[config.mk]
export PLATFORM = sky130hd
export DESIGN_NAME = ppbuf_ctrl
export DESIGN_NICKNAME = d
export VERILOG_FILES = /design/src/rtl/ppbuf_pkg.sv /design/src/rtl/ppbuf_cursor.sv /design/src/rtl/ppbuf_slot.sv /design/src/rtl/ppbuf_role_mux.sv /design/src/rtl/ppbuf_ctrl.sv
export SDC_FILE = /design/constraint.sdc
export NUM_CORES = 1
export LEC_CHECK = 0
export BUFFER_PORTS_ARGS = -buffer_cell sky130_fd_sc_hd__buf_2
export CAP_MARGIN = 20
export CELL_PAD_IN_SITES_DETAIL_PLACEMENT = 0
export CELL_PAD_IN_SITES_GLOBAL_PLACEMENT = 1
export CORE_MARGIN = 3
export CORE_UTILIZATION = 36
export DETAILED_ROUTE_END_ITERATION = 10
export PLACE_DENSITY = 0.74
export SLEW_MARGIN = 10
export SYNTH_ARGS = -nofsm -noshare
export SYNTH_HDL_FRONTEND = slang
export SYNTH_HIERARCHICAL = 1
export SYNTH_SLANG_ARGS = --single-unit
[constraint.sdc]
create_clock -name clk -period 2.5 [get_ports clk]
set_input_delay 0.25 -clock clk [delete_from_list [all_inputs] [get_ports clk]]
set_output_delay 0.25 -clock clk [all_outputs]
set_load 0.005 [all_outputs]
[src/rtl/ppbuf_pkg.sv]
// Shared types for the ping-pong buffer controller.
package ppbuf_pkg;
    typedef enum logic {HALF_A = 1'b0, HALF_B = 1'b1} half_e;

    // Return the opposite half.
    function automatic half_e other_half(half_e h);
        return (h == HALF_A) ? HALF_B : HALF_A;
    endfunction
endpackage

[src/rtl/ppbuf_cursor.sv]
// Half selector plus byte offset for one side (producer or consumer).
// Assumes: flip wins over step; clr returns to half A offset 0.
module ppbuf_cursor
    import ppbuf_pkg::*;
#(
    parameter int OFF_W = 10,
    parameter int STEP  = 4
) (
    input  logic             clk,
    input  logic             rst_n,
    input  logic             clr,
    input  logic             step,
    input  logic             flip,
    output half_e            half_o,
    output logic [OFF_W-1:0] off_o
);
    localparam logic [OFF_W-1:0] STEP_V = OFF_W'(STEP);

    // Track current half and byte offset inside it.
    always_ff @(posedge clk) begin
        if (!rst_n || clr) begin
            half_o <= HALF_A;
            off_o  <= '0;
        end else if (flip) begin
            half_o <= other_half(half_o);
            off_o  <= '0;
        end else if (step) begin
            off_o  <= off_o + STEP_V;
        end
    end
endmodule

[src/rtl/ppbuf_slot.sv]
// Ownership flag and committed byte count for one buffer half.
// Assumes: load and drop are never high together (guaranteed by the top).
module ppbuf_slot #(
    parameter int CNT_W = 10
) (
    input  logic             clk,
    input  logic             rst_n,
    input  logic             clr,
    input  logic             load,
    input  logic [CNT_W-1:0] load_cnt,
    input  logic             drop_i,
    output logic             full_o,
    output logic [CNT_W-1:0] cnt_o
);
    // Hand the half to the consumer on load, back on drop.
    always_ff @(posedge clk) begin
        if (!rst_n || clr) begin
            full_o <= 1'b0;
            cnt_o  <= '0;
        end else if (load) begin
            full_o <= 1'b1;
            cnt_o  <= load_cnt;
        end else if (drop_i) begin
            full_o <= 1'b0;
        end
    end
endmodule

[src/rtl/ppbuf_role_mux.sv]
// Maps the packet and disk ports onto producer and consumer roles.
// Assumes: dir 0 makes the packet side the producer.
module ppbuf_role_mux #(
    parameter int ADDR_W = 11,
    parameter int BYTES_W = 11
) (
    input  logic               dir,
    input  logic               pkt_xfer,
    input  logic               pkt_commit,
    input  logic [BYTES_W-1:0] pkt_bytes,
    input  logic               dsk_xfer,
    input  logic               dsk_commit,
    input  logic [BYTES_W-1:0] dsk_bytes,
    input  logic [ADDR_W-1:0]  prod_addr,
    input  logic [ADDR_W-1:0]  cons_addr,
    input  logic               prod_ready,
    input  logic               cons_ready,
    output logic               prod_xfer,
    output logic               prod_commit,
    output logic [BYTES_W-1:0] prod_bytes,
    output logic               cons_xfer,
    output logic [ADDR_W-1:0]  pkt_addr,
    output logic               pkt_ready,
    output logic [ADDR_W-1:0]  dsk_addr,
    output logic               dsk_ready
);
    // Route requests in and addresses/ready out by direction.
    always_comb begin
        if (!dir) begin
            prod_xfer   = pkt_xfer;
            prod_commit = pkt_commit;
            prod_bytes  = pkt_bytes;
            cons_xfer   = dsk_xfer;
            pkt_addr    = prod_addr;
            pkt_ready   = prod_ready;
            dsk_addr    = cons_addr;
            dsk_ready   = cons_ready;
        end else begin
            prod_xfer   = dsk_xfer;
            prod_commit = dsk_commit;
            prod_bytes  = dsk_bytes;
            cons_xfer   = pkt_xfer;
            pkt_addr    = cons_addr;
            pkt_ready   = cons_ready;
            dsk_addr    = prod_addr;
            dsk_ready   = prod_ready;
        end
    end
endmodule

[src/rtl/ppbuf_ctrl.sv]
// Ping-pong buffer controller for one bulk endpoint. Two fixed halves are
// handed between producer and consumer by committed byte counts; a
// direction bit swaps the roles of the packet and disk sides.
// Assumes: one 32-bit word per accepted access; addresses are byte addresses.
module ppbuf_ctrl
    import ppbuf_pkg::*;
#(
    parameter int                 HALF_BYTES = 512,
    parameter int                 WORD_BYTES = 4,
    parameter int                 ADDR_W     = 11,
    parameter logic [ADDR_W-1:0]  BASE_A     = 11'h100,
    parameter logic [ADDR_W-1:0]  BASE_B     = 11'h300
) (
    input  logic                                clk,
    input  logic                                rst_n,
    input  logic                                dir_i,
    input  logic                                pkt_xfer_i,
    input  logic                                pkt_commit_i,
    input  logic [$clog2(HALF_BYTES)+1:0]       pkt_bytes_i,
    output logic [ADDR_W-1:0]                   pkt_addr_o,
    output logic                                pkt_ready_o,
    input  logic                                dsk_xfer_i,
    input  logic                                dsk_commit_i,
    input  logic [$clog2(HALF_BYTES)+1:0]       dsk_bytes_i,
    output logic [ADDR_W-1:0]                   dsk_addr_o,
    output logic                                dsk_ready_o,
    output logic [1:0]                          full_o,
    output logic [1:0]                          empty_o,
    output logic [$clog2(HALF_BYTES):0]         cnt_a_o,
    output logic [$clog2(HALF_BYTES):0]         cnt_b_o
);
    localparam int CNT_W   = $clog2(HALF_BYTES) + 1;
    localparam int BYTES_W = CNT_W + 1;
    localparam logic [CNT_W-1:0]   HALF_V  = CNT_W'(HALF_BYTES);
    localparam logic [BYTES_W-1:0] HALF_BV = BYTES_W'(HALF_BYTES);
    localparam logic [BYTES_W-1:0] WORD_BV = BYTES_W'(WORD_BYTES);

    logic               dir_q;
    logic               chg;
    half_e              prod_half, cons_half;
    logic [CNT_W-1:0]   fill, drain;
    logic [1:0]         slot_full;
    logic [CNT_W-1:0]   slot_cnt [2];
    logic               prod_xfer, prod_commit, cons_xfer;
    logic [BYTES_W-1:0] prod_bytes;
    logic [CNT_W-1:0]   bytes_cl;
    logic               prod_ready, cons_ready;
    logic               prod_wr, prod_commit_ok, cons_rd, cons_last, cons_drop;
    logic [BYTES_W-1:0] drain_next;
    logic [ADDR_W-1:0]  prod_addr, cons_addr;

    // Register the direction so a change is seen for exactly one cycle.
    always_ff @(posedge clk) begin
        if (!rst_n) dir_q <= 1'b0;
        else        dir_q <= dir_i;
    end

    // Ownership gates, clamping and release detection.
    always_comb begin
        chg            = dir_i != dir_q;
        prod_ready     = !chg && !slot_full[prod_half] && (fill != HALF_V);
        cons_ready     = !chg && slot_full[cons_half];
        prod_wr        = prod_xfer && prod_ready;
        prod_commit_ok = prod_commit && !chg && !slot_full[prod_half]
                         && (prod_bytes != '0);
        bytes_cl       = (prod_bytes > HALF_BV) ? HALF_V : prod_bytes[CNT_W-1:0];
        cons_rd        = cons_xfer && cons_ready;
        drain_next     = {1'b0, drain} + WORD_BV;
        cons_last      = drain_next >= {1'b0, slot_cnt[cons_half]};
        cons_drop      = cons_rd && cons_last;
    end

    // Byte addresses from half base plus offset.
    always_comb begin
        prod_addr = ((prod_half == HALF_A) ? BASE_A : BASE_B) + ADDR_W'(fill);
        cons_addr = ((cons_half == HALF_A) ? BASE_A : BASE_B) + ADDR_W'(drain);
    end

    ppbuf_role_mux #(.ADDR_W(ADDR_W), .BYTES_W(BYTES_W)) u_mux (
        .dir        (dir_q),
        .pkt_xfer   (pkt_xfer_i),
        .pkt_commit (pkt_commit_i),
        .pkt_bytes  (pkt_bytes_i),
        .dsk_xfer   (dsk_xfer_i),
        .dsk_commit (dsk_commit_i),
        .dsk_bytes  (dsk_bytes_i),
        .prod_addr  (prod_addr),
        .cons_addr  (cons_addr),
        .prod_ready (prod_ready),
        .cons_ready (cons_ready),
        .prod_xfer  (prod_xfer),
        .prod_commit(prod_commit),
        .prod_bytes (prod_bytes),
        .cons_xfer  (cons_xfer),
        .pkt_addr   (pkt_addr_o),
        .pkt_ready  (pkt_ready_o),
        .dsk_addr   (dsk_addr_o),
        .dsk_ready  (dsk_ready_o)
    );

    ppbuf_cursor #(.OFF_W(CNT_W), .STEP(WORD_BYTES)) u_prod_cur (
        .clk   (clk),
        .rst_n (rst_n),
        .clr   (chg),
        .step  (prod_wr),
        .flip  (prod_commit_ok),
        .half_o(prod_half),
        .off_o (fill)
    );

    ppbuf_cursor #(.OFF_W(CNT_W), .STEP(WORD_BYTES)) u_cons_cur (
        .clk   (clk),
        .rst_n (rst_n),
        .clr   (chg),
        .step  (cons_rd),
        .flip  (cons_drop),
        .half_o(cons_half),
        .off_o (drain)
    );

    // One ownership slot per half, plus its empty flag.
    for (genvar g = 0; g < 2; g++) begin : g_slot
        localparam half_e ME = (g == 0) ? HALF_A : HALF_B;

        ppbuf_slot #(.CNT_W(CNT_W)) u_slot (
            .clk     (clk),
            .rst_n   (rst_n),
            .clr     (chg),
            .load    (prod_commit_ok && (prod_half == ME)),
            .load_cnt(bytes_cl),
            .drop_i  (cons_drop && (cons_half == ME)),
            .full_o  (slot_full[g]),
            .cnt_o   (slot_cnt[g])
        );

        assign empty_o[g] = !slot_full[g] && !((prod_half == ME) && (fill != '0));
    end

    assign full_o  = slot_full;
    assign cnt_a_o = slot_cnt[0];
    assign cnt_b_o = slot_cnt[1];
endmodule

# After elaboration in Yosys (flattened, before gate mapping)
# Index checks and enable logic that the tools add are counted.
[word_totals]
reg_bits = 45
inputBits = 29
[op_classes]
addsub = 5
order_cmp = 5
n_eq_ne = 2
mux = 24
bitwise = 3
reduce_logical = 31
[ops]
columns = ["cell", "count"]
rows = [
  ["$mux W10", 6],
  ["$mux W11", 3],
  ["$add A10 B10 Y11", 2],
  ["$add A10 B3 Y10 const B", 2],
  ["$logic_and A1 B1 Y1", 17],
  ["$mux W1", 15],
  ["$add A10 B3 Y11 const B", 1],
  ["$ge A11 B10 Y1", 1],
  ["$gt A11 B10 Y1 const B", 1],
  ["$reduce_bool A11 Y1", 1],
  ["$ne A10 B10 Y1 const B", 1],
  ["$reduce_bool A10 Y1", 1],
  ["$logic_not A1 Y1", 7],
  ["$lt A1 B2 Y1 const B", 2],
  ["$reduce_bool A2 Y1", 2],
  ["$reduce_or A2 Y1", 2],
  ["$ge A2 B2 Y1 const B", 1],
  ["$not A1 Y1", 2],
  ["$not A1 Y2", 1],
  ["$logic_or A1 B1 Y1", 1],
  ["$ne A1 B1 Y1", 1],
]

# Logic depth before layout (Yosys ltp)
# Gate-level depths: netlist of the first run.
[logic_depth]
depth_word = 9
ltp_mapped = 12
ltp_nobuf = 11

# Hierarchy
# Netlist of the first run, hierarchy kept.
[modules_own_cells]
columns = ["mod", "instances", "cells_each", "area_per_inst_um2", "seq_area_each_um2"]
rows = [
  ["ppbuf_cursor", 2, 44, 411.6, 180.2],
  ["ppbuf_ctrl", 1, 100, 792.0, 20.0],
  ["ppbuf_slot", 2, 37, 395.4, 220.2],
  ["ppbuf_role_mux", 1, 42, 541.8, 0.0],
]

# Worst setup path before layout of the first run
# OpenSTA, ideal clock, no wires.
[synth_timing]
path_kind = "reg-to-reg"
start = "register u_cons_cur.off_o[2]"
end = "register u_cons_cur.off_o[7]"
setup_ns = 0.070
arrival_ns = 2.646
required_time_ns = 2.430
setup_slack_ns = -0.216
stages_incl_launch_ff = 11
path_buffers = 1
path_cell_list = "dfxtp_1 ha_1 nand4_1 xnor2_1 ha_1 a21o_1 a2111oi_4 a21oi_1 or3b_1 clkbuf_1 a21oi_1"
[synth_between]
elab_chain_len = 4
[synth_rtl]
columns = ["item", "line", "text"]
rows = [
  ["start, declared", "ppbuf_cursor.sv:15", "output logic [OFF_W-1:0] off_o"],
  ["start signal, assigned", "ppbuf_cursor.sv:28", "off_o <= off_o + STEP_V;"],
  ["$add A10 B3 Y11", "ppbuf_ctrl.sv:68", "drain_next = {1'b0, drain} + WORD_BV;"],
  ["$ge A11 B10 Y1", "ppbuf_ctrl.sv:69", "cons_last = drain_next >= {1'b0, slot_cnt[cons_half]};"],
  ["$logic_and A1 B1 Y1", "ppbuf_ctrl.sv:70", "cons_drop = cons_rd && cons_last;"],
  ["net cons_drop", "ppbuf_ctrl.sv:48", "logic prod_wr, prod_commit_ok, cons_rd, cons_last, cons_drop;"],
  ["$reduce_or A2 Y1 (no source line)", "-", ""],
]
# The timed path passes the listed nets, and every way through them passes these cells.
# A chain may end at the register's enable or synchronous reset.

# Worst setup path in the final report of the first run
[layout_timing]
start = "register u_cons_cur.off_o[5]"
end = "register u_cons_cur.off_o[7]"
# Same word-level chain as after synthesis.

==> impl_metrics.csv, run 1 <==
group,metric,value,unit
worst_setup_path,cp.arrival,2670,ps
logic_synthesis,synth_edf_count,0,
logic_synthesis,yosysWarningCount,6,
global_route,grt_use_total,0.1628,
logic_synthesis,avgSynthCellArea,9.697,um^2
logic_synthesis,synth_area,2948,um^2
logic_synthesis,synthArstFlopShare,0,
sta,finalClockSkew,15.87,ps
clock_network,holdBufCountCts,0,
sta,max_freq,408.8,MHz
cells_and_area,area_delta_synth_final,26.99,%
placement,gp_congestion,0.7689,
power_and_ir_drop,p_seq_frac,0.459,
die,initial_core_util,0.3756,
logic_synthesis,yosysMostFrequentCell,"dfxtp_1",
cells_and_area,layout-drive-gt1-share,0.4453,
power_and_ir_drop,switching_share,0.2560,
logic_synthesis,synth_common_cells,"dfxtp_1, nor2_1, mux2i_1",
worst_hold_path,min_from,"dir_i",
worst_setup_path,cp.required,2720,ps
worst_setup_path,cpMostUsedCell,"a21oi_2",
power_and_ir_drop,total_power,1.456,mW
die,die_h,96.49,um
die,io_pins,77,
logic_synthesis,yosysSeqAreaShare,0.2784,
placement,post-dp-hpwl,5764,um
clock_network,ctsLongestPathBuffers,2,
status,status,"completed",
logic_synthesis,synthFlopType,"dfxtp_1",
cells_and_area,n_antenna_cell,0,
sta,setup_slack,54.01,ps
power_and_ir_drop,p_leak,1.617,nW
sta,rsz0062_at_grt,"true",
cells_and_area,final_nets,436,
logic_synthesis,synth_cell_type_count,45,
die,die_w,96.49,um
routing,vias,2423,
sta,period_minus_slack,2446,ps
sta,slew_headroom,0.6622,
power_and_ir_drop,peakVddDrop,0.0001800,V
die,core_area,7848,um^2
sta,report.final.hold_viol_count,0,
clock_network,ctsHtreeMaxLevel,2,
routing,drc,0,
sta,drv_slew,0,
routing,initialDrtViolationCount,82,
die,rows,32,
power_and_ir_drop,pwr-share-comb,0.169,
worst_setup_path,cp-end-kind,"flop",
sta,period_share,0.9784,
worst_hold_path,hold_depth,2,
power_and_ir_drop,p_sw,372.7,uW
worst_hold_path,hold_class,"in -> reg",
worst_setup_path,crit_slowest_cell,"or3b_4",
clock_network,cts_tree,"yes",
routing,post_drt_wl_per_cell,14.56,um
power_and_ir_drop,powerDensity,388.9,nW/um^2
placement,port_buffers,72,
worst_setup_path,worstSetupPathType,"reg -> reg",
worst_hold_path,min_to,"dir_q$_SDFF_PN0_",
sta,worst_slew_pin_slew,506.7,ps
logic_synthesis,synthCells,304,
global_route,grt_max_degree,23,
clock_network,numCtsBuffers,5,
worst_setup_path,slowest_delay,460,ps
global_route,grt_pass1_vias,2364,
power_and_ir_drop,p_int,1.083,mW
global_route,antenna_found_initial,0,
clock_network,clk_latency,300,ps
worst_setup_path,rr_worst_depth,10,
worst_setup_path,reg2reg_to,"u_cons_cur/off_o[7]$_SDFFE_PP0P_",
worst_setup_path,startpoint_type,"flop",
routing,routed_wl,7207,um
die,dieArea,9310,um^2
logic_synthesis,synth-seq-cells,41,
clock_network,clock_sinks,41,
worst_setup_path,rr_startpoint,"u_cons_cur/off_o[5]$_SDFFE_PP0P_",
global_route,grt-ovfl-total,0,
job,drv_cap,0,
sta,setup_viol,0,
power_and_ir_drop,clkPwrFrac,0.372,
global_route,grt_pass1_wl,11900,um
routing,first_pass_iters,4,
routing,ant_nets,0,
logic_synthesis,yosysTopAreaCell,"dfxtp_1",
worst_setup_path,path_cells,"buf_4 -> nand3_2 -> xnor2_2 -> ha_1 -> a21oi_2 -> a21oi_2 -> a2111oi_4 -> a21oi_2 -> or3b_4 -> a21oi_2",
clock_network,cts_root_buf,"clkbuf_8",
placement,dp_slack,6.845,ps
routing,viasPerCell,4.895,
worst_setup_path,cp_max_fo,9,
logic_synthesis,synthTopCellsByArea,"dfxtp_1, mux2i_1, mux2_4",
worst_setup_path,rrSetupSlack,50,ps
clock_network,path_clk_slew,90,ps
logic_synthesis,yosysTopAreaCellShare,0.2784,
stage by stage:
stage	hold WS, ps	cells	TNS [ps]	util	cell area [um^2]
global placement	485.6	485	0	0.4507	3537
finish	171.9	495	0	0.4770	3744
global route	176.2	495	-926.1	0.4770	3744
detailed placement	483.2	485	0	0.4507	3537
floorplan	371.7	306	0	-	2979
CTS	167.5	493	0	0.4652	3651
final cells by class:
cell class	instances	area [um^2]
fillers	811	4104
multi-input cells	236	2034
flip-flops and latches	41	839.6
repair buffers	97	589.3
well taps	102	127.6
clock buffers	6	72.57
inverters	11	41.29
clock inverters	2	38.79
critical path, delay by kind of cell, from the launching register on:
family | cells | cell delay (ps)
AO/OA/AOI/OAI | 5 | 800
AND/OR/NAND/NOR | 2 | 570
flip-flops | 1 | 340
adder cells (fa/ha/maj) | 1 | 340
buffers and inverters | 1 | 180
XOR/XNOR | 1 | 160
power by group through the flow:
stage | sequential [mW] | clock [mW] | combinational (mW)
after floorplan | 0.681 | 0 | 0.176
after global placement | 0.685 | 0 | 0.236
after detailed placement | 0.685 | 0 | 0.238
after CTS | 0.670 | 0.553 | 0.241
after global routing | 0.670 | 0.587 | 0.270
final | 0.668 | 0.542 | 0.246
layer usage:
metal,vias up,part of all wire,track usage
li1,1242,-,-
met1,1150,0.46,0.2221
met2,27,0.51,0.2730
met3,4,0.023,0.02556
met4,0,0.0087,0.03154
met5,-,0,0
kinds of logic (layout without fill, tap and decap cells):
group / Yosys count / count (layout) / synth area share
fa+ha+maj: 15 / 15 / 0.06876
flops: 41 / 41 / 0.2784
compound gates: 30 / 30 / 0.07089
buf+inv: 29 / 116 / 0.05942
mux: 71 / 71 / 0.2831
other cells: 2 / 4 / 0.002548
simple gates: 99 / 99 / 0.1863
xor+xnor: 17 / 17 / 0.05051
worst max path at each step:
stage | start | end | slack [ps] | cells after the start
after CTS | u_cons_cur/half_o$_SDFFE_PP0P_ | u_cons_cur/off_o[8]$_SDFFE_PP0P_ | 70 | 8
final | u_cons_cur/off_o[5]$_SDFFE_PP0P_ | u_cons_cur/off_o[7]$_SDFFE_PP0P_ | 50 | 10
after detailed placement | u_cons_cur/off_o[2]$_SDFFE_PP0P_ | u_cons_cur/off_o[8]$_SDFFE_PP0P_ | 7 | 10
after global routing | u_cons_cur/off_o[4]$_SDFFE_PP0P_ | u_cons_cur/off_o[7]$_SDFFE_PP0P_ | -130 | 11
after global placement | u_cons_cur/off_o[4]$_SDFFE_PP0P_ | u_cons_cur/off_o[8]$_SDFFE_PP0P_ | 50 | 11
after floorplan | u_cons_cur/off_o[3]$_SDFFE_PP0P_ | u_cons_cur/off_o[7]$_SDFFE_PP0P_ | 20 | 10
cell usage in the layout, fill, tap and decap left out, types with 10 or more instances in the layout:
cell / synthesis / routed
buf_4: 6 / 21
ha_1: 13 / 12
mux2_2: 18 / 18
and2_1: 14 / 13
inv_1: 10 / 10
mux2_4: 20 / 20
dfxtp_1: 41 / 34
nor2_1: 33 / 29
mux2i_1: 32 / 32
buf_2: 5 / 72
repair_timing:
action	in CTS	in global routing
endpoints found under the setup margin	6	16
pin swaps	0	13
buffers inserted	0	2
gates resized for setup	1	20
registers in the layout, summed over array words and instances, names as in the netlist:
register,cells
u_cons_cur/off_o,8
g_slot.u_slot/full_o,2
u_prod_cur/half_o,1
dir_q,1
u_cons_cur/half_o,1
u_prod_cur/off_o,8
g_slot.u_slot/cnt_o,20
No activity file was read; power rests on OpenSTA's default activity.
==> inputs of run 2 (changes only) <==
--- a/config.mk
+++ b/config.mk
@@ -10,9 +10,11 @@
 export CELL_PAD_IN_SITES_DETAIL_PLACEMENT = 0
 export CELL_PAD_IN_SITES_GLOBAL_PLACEMENT = 1
 export CORE_MARGIN = 3
-export CORE_UTILIZATION = 36
+export CORE_UTILIZATION = 37
+export CTS_BUF_LIST = sky130_fd_sc_hd__clkbuf_4
 export DETAILED_ROUTE_END_ITERATION = 10
-export PLACE_DENSITY = 0.74
+export PLACE_DENSITY = 0.76
+export SKIP_LAST_GASP = 1
 export SLEW_MARGIN = 10
 export SYNTH_ARGS = -nofsm -noshare
 export SYNTH_HDL_FRONTEND = slang
==> impl_metrics.csv, run 2 (synthesis results as in run 1) <==
group,metric,value,unit
global_route,grt_use_total,0.1599,
global_route,grt_pass1_vias,2368,
power_and_ir_drop,powerDensity,342.6,nW/um^2
routing,vias,2428,
die,dieArea,9074,um^2
cells_and_area,final_nets,433,
clock_network,path_clk_slew,130,ps
sta,max_freq,400.8,MHz
cells_and_area,reg_top3,"g_slot.u_slot/cnt_o x20, u_cons_cur/off_o x8, u_prod_cur/off_o x8",
worst_setup_path,worstSetupPathType,"reg -> reg",
routing,drc,0,
global_route,grt_max_degree,23,
sta,fin_tns_setup,0,ps
worst_setup_path,cp_max_fo,8,
worst_setup_path,rr_worst_depth,12,
clock_network,clk_latency,360,ps
worst_setup_path,cp.arrival,2780,ps
worst_setup_path,rrSetupSlack,5,ps
power_and_ir_drop,p_leak,1.558,nW
worst_setup_path,crit_slowest_cell,"or3b_4",
clock_network,cts_root_buf,"clkbuf_4",
worst_hold_path,min_from,"dir_i",
routing,post_drt_wl_per_cell,14.77,um
routing,viasPerCell,4.965,
global_route,antenna_found_initial,0,
power_and_ir_drop,total_power,1.240,mW
routing,routed_wl,7223,um
routing,ant_nets,0,
die,die_w,95.26,um
worst_setup_path,cp_top_family,"simple AND/OR/NAND/NOR gates",
routing,first_pass_iters,4,
status,status,"completed",
sta,drv_slew,0,
placement,port_buffers,72,
power_and_ir_drop,pwr-share-comb,0.189,
sta,rsz0062_at_grt,"true",
cells_and_area,final_common_cell,"buf_2",
placement,post-dp-hpwl,5771,um
worst_setup_path,startpoint_type,"flop",
power_and_ir_drop,clkPwrFrac,0.270,
global_route,grt_pass1_wl,11400,um
power_and_ir_drop,peakVddDrop,0.0001851,V
worst_setup_path,cp.required,2790,ps
power_and_ir_drop,p_sw,358.3,uW
routing,initialDrtViolationCount,75,
sta,period_share,0.9981,
cells_and_area,final_area,3621,um^2
placement,postPlaceCellArea,3456,um^2
sta,report.final.hold_viol_count,0,
die,die_h,95.26,um
global_route,grt-ovfl-total,0,
worst_hold_path,min_to,"dir_q$_SDFF_PN0_",
worst_setup_path,rr_startpoint,"u_cons_cur/off_o[4]$_SDFFE_PP0P_",
clock_network,numCtsBuffers,5,
die,rows,31,
sta,holdWs,124.1,ps
die,initial_core_util,0.3938,
cells_and_area,n_antenna_cell,0,
power_and_ir_drop,p_int,882.2,uW
cells_and_area,largest-register,"g_slot.u_slot/cnt_o",
clock_network,cts_tree,"yes",
cells_and_area,final_cell_mix,"buf_2, dfxtp_1, nor2_1",
cells_and_area,area_delta_synth_final,22.84,%
worst_setup_path,reg2reg_to,"u_cons_cur/off_o[8]$_SDFFE_PP0P_",
worst_setup_path,path_cells,"and2_4 -> nand4_1 -> nor2_1 -> xor2_1 -> ha_1 -> nand3_2 -> buf_4 -> buf_4 -> a311o_1 -> a21oi_2 -> or3b_4 -> a21oi_2",
sta,finalClockSkew,18.50,ps
sta,setup_viol,0,
clock_network,holdBufCountCts,0,
worst_hold_path,hold_depth,2,
sta,period_minus_slack,2495,ps
die,io_pins,77,
clock_network,ctsLongestPathBuffers,2,
die,core_area,7486,um^2
worst_setup_path,slowest_delay,480,ps
worst_setup_path,crit_buf_inv,2,
power_and_ir_drop,p_seq_frac,0.541,
cells_and_area,largest_register_ffs,20,
clock_network,ctsHtreeMaxLevel,2,
power_and_ir_drop,switching_share,0.2888,
placement,gp_congestion,0.7934,
clock_network,clock_sinks,41,
worst_setup_path,cp-end-kind,"flop",
worst_hold_path,hold_class,"in -> reg",
cells_and_area,layout-drive-gt1-share,0.4359,
job,drv_cap,0,
run 2: layout make-up:
cell class | count | area [um^2]
clock inverters | 3 | 17.52
flip-flops and latches | 41 | 838.3
repair buffers | 94 | 538.0
inverters | 11 | 41.29
well taps | 99 | 123.9
clock buffers | 5 | 37.54
multi-input cells | 236 | 2024
fillers | 761 | 3865
run 2: per-layer routing:
metal | vias up | global-route usage | wire, um
li1 | 1237 | - | -
met1 | 1139 | 0.2151 | 3442
met2 | 42 | 0.2636 | 3455
met3 | 10 | 0.02447 | 194
met4 | 0 | 0.04808 | 131
met5 | - | 0 | 0
run 2: worst max path at each step:
stage,from,end,slack [ps],cells after the start
4_1_cts,u_cons_cur/off_o[4]$_SDFFE_PP0P_,u_cons_cur/off_o[4]$_SDFFE_PP0P_,-10,11
6_report,u_cons_cur/off_o[4]$_SDFFE_PP0P_,u_cons_cur/off_o[8]$_SDFFE_PP0P_,5,12
5_1_grt,u_cons_cur/off_o[2]$_SDFFE_PP0P_,u_cons_cur/off_o[7]$_SDFFE_PP0P_,-120,9
2_1_floorplan,u_cons_cur/off_o[3]$_SDFFE_PP0P_,u_cons_cur/off_o[7]$_SDFFE_PP0P_,20,10
3_3_place_gp,u_cons_cur/off_o[4]$_SDFFE_PP0P_,u_cons_cur/off_o[7]$_SDFFE_PP0P_,-100,11
3_5_place_dp,u_cons_cur/off_o[4]$_SDFFE_PP0P_,u_cons_cur/off_o[7]$_SDFFE_PP0P_,-150,11
run 2: timing repair:
| item | in CTS | in global routing |
|---|---|---|
| setup buffers | 5 | 1 |
| gates cloned | 0 | 0 |
| pin swaps | 13 | 9 |
| endpoints found under the setup margin | 8 | 39 |
| gates resized for setup | 9 | 9 |
run 2: power by group through the flow:
stage	Combinational, mW	Sequential [mW]	Clock (mW)
2_1_floorplan	0.176	0.681	0
3_5_place_dp	0.225	0.687	0
4_1_cts	0.233	0.672	0.352
6_report	0.235	0.671	0.335
5_1_grt	0.256	0.672	0.369
3_3_place_gp	0.224	0.686	0
run 2: metrics by stage:
| stage | worst slack (ps) | utilization | cells |
|---|---|---|---|
| after floorplan | 19.37 | - | 306 |
| after global placement | -96.47 | 0.4616 | 475 |
| after detailed placement | -151.4 | 0.4616 | 475 |
| after CTS | -12.11 | 0.4784 | 488 |
| after global routing | -118.2 | 0.4837 | 489 |
| final | 4.868 | 0.4837 | 489 |
